File: src/rtl/mpwm_pkg.sv
package mpwm_pkg;
  localparam int unsigned CNT_W = 16;

  typedef logic [CNT_W-1:0] cnt_t;

  // Next value of a down-counter that reloads on an event and parks at zero.
  function automatic cnt_t down_next(input logic reload, input cnt_t ld, input cnt_t cur);
    if (reload)          return ld;
    else if (cur != '0)  return cnt_t'(cur - cnt_t'(1));
    else                 return '0;
  endfunction

  // A counter reaches zero on this tick if it was live (or just loaded) and lands on zero.
  function automatic logic lands_zero(input logic reload, input cnt_t cur, input cnt_t nxt);
    return (reload || (cur != '0)) && (nxt == '0);
  endfunction
endpackage

File: src/rtl/mpwm_regs.sv
module mpwm_regs #(
  parameter int unsigned NCH   = 7,
  parameter int unsigned SEL_W = 3
) (
  input  logic                                clk,
  input  logic                                rst_n,
  input  logic                                wr_en,
  input  logic [SEL_W-1:0]                    wr_sel,
  input  mpwm_pkg::cnt_t                      wr_data,
  output mpwm_pkg::cnt_t [NCH-1:0]            vals
);
  mpwm_pkg::cnt_t [NCH-1:0] hold_q;

  for (genvar g = 0; g < NCH; g++) begin : g_hold
    always_ff @(posedge clk or negedge rst_n) begin
      if (!rst_n)                                    hold_q[g] <= '0;
      else if (wr_en && (wr_sel == SEL_W'(g)))       hold_q[g] <= wr_data;
    end
  end

  assign vals = hold_q;

  AST_WR_HOLD: assert property (@(posedge clk) disable iff (!rst_n)
    !wr_en |=> $stable(vals));
endmodule

File: src/rtl/mpwm_master.sv
module mpwm_master (
  input  logic           clk,
  input  logic           rst_n,
  input  logic           cnt_en,
  input  logic           start,
  input  logic           stop,
  input  mpwm_pkg::cnt_t period,
  output logic           run_o,
  output logic           evt_o,
  output logic           irq_o
);
  import mpwm_pkg::*;

  cnt_t mcnt_q;
  logic run_q, irq_q;
  logic tick;

  assign tick  = run_q && cnt_en && !start && !stop;
  assign evt_o = tick && (mcnt_q == '0);

  always_ff @(posedge clk or negedge rst_n) begin
    if (!rst_n) begin
      run_q  <= 1'b0;
      mcnt_q <= '0;
      irq_q  <= 1'b0;
    end else begin
      irq_q <= evt_o;
      if (start) begin
        run_q  <= 1'b1;
        mcnt_q <= '0;
      end else if (stop) begin
        run_q  <= 1'b0;
      end else if (tick) begin
        mcnt_q <= down_next(evt_o, period, mcnt_q);
      end
    end
  end

  assign run_o = run_q;
  assign irq_o = irq_q;

  AST_IRQ_NEEDS_TICK: assert property (@(posedge clk) disable iff (!rst_n)
    irq_o |-> $past(cnt_en) && $past(run_o));

  AST_FROZEN_IDLE: assert property (@(posedge clk) disable iff (!rst_n)
    (!cnt_en && !start) |=> $stable(mcnt_q));
endmodule

File: src/rtl/mpwm_slave.sv
module mpwm_slave (
  input  logic           clk,
  input  logic           rst_n,
  input  logic           cnt_en,
  input  logic           start,
  input  logic           stop,
  input  logic           run_i,
  input  logic           evt_i,
  input  mpwm_pkg::cnt_t duty_i,
  output logic           pwm_o,
  output logic           irq_o
);
  import mpwm_pkg::*;

  cnt_t scnt_q, scnt_nx;
  logic irq_q, tick;

  assign tick    = run_i && cnt_en && !start && !stop;
  assign scnt_nx = down_next(evt_i, duty_i, scnt_q);

  always_ff @(posedge clk or negedge rst_n) begin
    if (!rst_n) begin
      scnt_q <= '0;
      irq_q  <= 1'b0;
    end else begin
      irq_q <= tick && lands_zero(evt_i, scnt_q, scnt_nx);
      if (start)     scnt_q <= '0;
      else if (tick) scnt_q <= scnt_nx;
    end
  end

  assign pwm_o = run_i && (scnt_q != '0);
  assign irq_o = irq_q;

  AST_LOAD_ACTIVE: assert property (@(posedge clk) disable iff (!rst_n)
    (evt_i && (duty_i != '0)) |=> pwm_o);

  AST_FALL_IRQ: assert property (@(posedge clk) disable iff (!rst_n)
    ($fell(pwm_o) && run_i && !$past(start)) |-> irq_o);
endmodule

File: src/rtl/mpwm_group.sv
module mpwm_group #(
  parameter int unsigned CW    = mpwm_pkg::CNT_W,
  parameter int unsigned NSLV  = 6,
  localparam int unsigned NCH  = NSLV + 1,
  localparam int unsigned SEL_W = (NCH > 1) ? $clog2(NCH) : 1
) (
  input  logic              clk,
  input  logic              rst_n,
  input  logic              cnt_en,
  input  logic              start,
  input  logic              stop,
  input  logic              wr_en,
  input  logic [SEL_W-1:0]  wr_sel,
  input  logic [CW-1:0]     wr_data,
  output logic              prd_irq,
  output logic [NSLV-1:0]   duty_irq,
  output logic [NSLV-1:0]   pwm_out
);
  import mpwm_pkg::*;

  cnt_t [NCH-1:0] vals;
  logic run, prd_evt;

  mpwm_regs #(.NCH(NCH), .SEL_W(SEL_W)) i_regs (
    .clk(clk), .rst_n(rst_n), .wr_en(wr_en), .wr_sel(wr_sel),
    .wr_data(cnt_t'(wr_data)), .vals(vals)
  );

  mpwm_master i_master (
    .clk(clk), .rst_n(rst_n), .cnt_en(cnt_en), .start(start), .stop(stop),
    .period(vals[0]), .run_o(run), .evt_o(prd_evt), .irq_o(prd_irq)
  );

  for (genvar k = 0; k < NSLV; k++) begin : g_slv
    mpwm_slave i_slv (
      .clk(clk), .rst_n(rst_n), .cnt_en(cnt_en), .start(start), .stop(stop),
      .run_i(run), .evt_i(prd_evt), .duty_i(vals[k+1]),
      .pwm_o(pwm_out[k]), .irq_o(duty_irq[k])
    );
  end

  AST_STOP_QUIET: assert property (@(posedge clk) disable iff (!rst_n)
    !run |-> (pwm_out == '0));

  AST_IDLE_NO_IRQ: assert property (@(posedge clk) disable iff (!rst_n)
    $past(!run) |-> (duty_irq == '0) && !prd_irq);
endmodule

File: config.mk
export PLATFORM = sky130hd
export DESIGN_NAME = mpwm_group
export DESIGN_NICKNAME = d
export VERILOG_FILES = /design/src/rtl/mpwm_pkg.sv /design/src/rtl/mpwm_regs.sv /design/src/rtl/mpwm_master.sv /design/src/rtl/mpwm_slave.sv /design/src/rtl/mpwm_group.sv
export SDC_FILE = /design/constraint.sdc
export NUM_CORES = 1
export LEC_CHECK = 0
export BUFFER_PORTS_ARGS = -buffer_cell sky130_fd_sc_hd__buf_2
export CAP_MARGIN = 20
export CORE_MARGIN = 5
export CORE_UTILIZATION = 47
export CTS_CLUSTER_DIAMETER = 40
export DETAILED_ROUTE_END_ITERATION = 7
export GPL_ROUTABILITY_DRIVEN = 0
export PLACE_DENSITY = 0.65
export SYNTH_ARGS = -nofsm -noshare
export SYNTH_HDL_FRONTEND = slang
export SYNTH_HIERARCHICAL = 1
export SYNTH_SLANG_ARGS = --single-unit
File: constraint.sdc
create_clock -name clk -period 3 [get_ports clk]
set_input_delay 0.45 -clock clk [delete_from_list [all_inputs] [get_ports clk]]
set_output_delay 0.45 -clock clk [all_outputs]
set_load 0.005 [all_outputs]
==> results.cfg <==
[clocking]
cts_buffers = 40
clock_path_buffers = 3
cts_root_buffer = clkbuf_16
cts_tree = yes
cts.sinks = 232
clkTransAtPathRegs_ns = 0.06
clock_latency_ns = 0.53
h-tree-depth = 2

[placement]
placed_area_mm2 = 0.0143
dp_hpwl_um = 25800
dp_worst_setup_slack_ns = 0.125
portBuffers = 37

[logic_synthesis]
syn_inst = 1335
synth_seq_cells = 232
synth_most_common_cell = dfrtp_1
ys_warn_count = 6
ys_seq_area_share_pct = 42.9
ys_types = 82
synth_compound_area_share_pct = 17.7
synth_top_cell_by_area = dfrtp_1
syn-num-nets = 1367
syn_area_mm2 = 0.0135
synth_top_family_by_area = simple AND/OR/NAND/NOR gates
synth_edf_count = 0
synth_area_leaders = dfrtp_1 43%, mux2_2 8.7%, o21ai_0 4.8%
synth_mux_area_share_pct = 10.3
synthAdderAreaFrac_pct = 0.647
synth_ff_type = dfrtp_1
async_flop_share_pct = 100
synth.top_cell.area_share_pct = 42.9
synth-xor-area-share_pct = 3.49
synth.avg_cell_area_um2 = 10.1
synth-simple-area-share_pct = 21.6
synth_common_cells = 232 x dfrtp_1, 129 x o21ai_0, 105 x mux2_2, 95 x nand2_1, 87 x nor2_1

[final_layout]
final_cell_area_mm2 = 0.0158
area_growth_pct = 16.5
antennaDiodeCount = 0
drive_gt1_share_pct = 24.3
nNetsFinal = 1428

[power_and_ir_drop]
powerDensity_mw_per_mm2 = 1410
ir_worst_vdd_mv = 1.06
p_leak_nw = 6.67

[timing]
fmaxAchievable_mhz = 347
maxSlewHeadroom_pct = 40.5
fin_hold_ws_ns = 0.399
min_period_ns = 2.89
fin_ws_ns = 0.114
skew_ns = 0.0251
tightest_slew_ns = 0.880
hold_viol = 0
finalCritPeriodShare_pct = 96.2
drv_slew = 0
setup_violations = 0

[run_status]
outcome = finished clean

[worst_setup_path]
worstSetupPathType = flip-flop to flip-flop
slowest_stage = or4_1
slowest_delay_ns = 0.55
start_kind = flip-flop
worstPathArrival_ns = 3.33
cp-end-kind = flip-flop
cp_cell_sequence = or4_1 -> nor3_2 -> and3_4 -> buf_4 -> o21ai_0 -> a2111oi_0 -> nand4_1 -> nor4_2
crit_fanout = 22
required_ns = 3.44

[drt]
vias_per_cell = 6.27
route.vias.total = 11400
drt_iter0_drc = 1119
post-route-drc-count = 0
wl_per_cell_um = 21.0
drt-total-wl_um = 38000
antenna_left = 0
drt-pass1-iter-count = 5

[floorplan]
coreArea_mm2 = 0.0285
die-area_mm2 = 0.0323
rows = 62
die_y_um = 180
die_w_um = 180
io_pins = 38
start_util_pct = 47.4

[job]
drv_cap = 0

[global_routing]
grt_usage_pct = 23.1
grt_pass1_wl_um = 61500
grt_start_max_net_pins = 84
grt_pass1_vias = 11000
overflow = 0
grt_antenna_before_repair = 1

[worst_hold_path]
hp-class = primary input to flip-flop
stage by stage:
stage,utilization (%),cells,power [W],setup TNS [ns]
6_report,55.3,1812,0.0223,0
5_1_grt,55.3,1812,0.0239,-0.0486
3_5_place_dp,50.3,1735,0.0173,0
4_1_cts,55.0,1810,0.0220,0
3_3_place_gp,50.3,1735,0.0173,0
2_1_floorplan,-,1335,0.0143,0
worst max-delay path: cells and delay by family, from the launching register on:
| kind | cells | cell delay [ns] |
|---|---|---|
| buffers and inverters | 1 | 0.29 |
| AND/OR/NAND/NOR | 5 | 1.46 |
| AO/OA/AOI/OAI | 2 | 0.65 |
| flip-flops | 1 | 0.41 |
cells in the final DEF (no fill, tap or decap), types with 20 or more instances in the layout:
master     synthesis  routed
inv_1             20      20
a22o_1            20      20
dfrtp_1          232     232
nor3_1            38      38
nor4_1            22      21
nand4_1           31      31
nand3_1           24      22
buf_2             15      36
clkbuf_16          0      42
nand3b_1          43      43
xor2_1            20      20
a22oi_1           32      32
nor2_1            87      83
o21ai_0          129     129
a21oi_1           32      32
buf_4              3      50
o31ai_1           25      25
nand2_1           95      95
xnor2_1           34      34
mux2_2           105     105
kinds of logic (layout without fill, tap and decap cells):
| group | after synthesis | in the layout |
|---|---|---|
| AOI/OAI and AO/OA | 345 | 345 |
| buffers and inverters | 98 | 191 |
| muxes | 121 | 121 |
| adders and majority gates | 7 | 7 |
| and+or+nand+nor | 478 | 478 |
| DFF | 232 | 232 |
| xor gates and xnor gates | 54 | 54 |
power by group:
part	leakage, nW	internal, W	switching [W]
Combinational	3.02	0.00546	0.00730
Clock	0.649	0.00276	0.00177
Sequential	2.99	0.00392	0.00107
Total	6.67	0.0121	0.0101
per-layer routing:
layer	vias up	track usage, %	share of wire (%)
li1	5180	-	-
met1	5621	32.4	44
met2	469	36.5	47
met3	100	3.68	6.3
met4	0	7.99	3.2
met5	-	0	0
what timing repair did:
item / CTS / global route
buffers inserted: 0 / 2
hold buffers: 1 / 0
endpoints found under the hold margin: 79 / 0
setup endpoints to repair: 0 / 8
resized for setup: 0 / 13
final timing paths:
kind | cells after the start | to | start | slack [ns]
worst max-delay path | 8 | g_slv[4].i_slv/irq_o | i_master/mcnt_q[8] | 0.11
worst min-delay path | 2 | i_regs/vals[95] | wr_data[15] | 0.40
worst max register to register | 8 | g_slv[4].i_slv/irq_o | i_master/mcnt_q[8] | 0.11
worst min register to register | 1 | i_regs/vals[85] | i_regs/vals[85] | 0.50
max in group asynchronous | 3 | g_slv[0].i_slv/scnt_q[11] | rst_n | 1.69
min in group asynchronous | 2 | g_slv[2].i_slv/scnt_q[15] | rst_n | 0.51
sequential cells by signal (all words and copies together), names as in the netlist:
signal	flops
i_master/mcnt_q	16
g_slv.i_slv/scnt_q	96
i_master/irq_o	1
i_regs/vals	112
g_slv.i_slv/irq_o	6
i_master/run_o	1
final cells by class:
cell class	count	area [um^2]
flip-flops and latches	232	5810
repair buffers	93	672
well taps	384	480
multi-input cells	1005	7370
clock inverters	28	283
clock buffers	46	1080
fillers	2566	12800
inverters	24	90.1
Power figures use the tool's default switching activity.
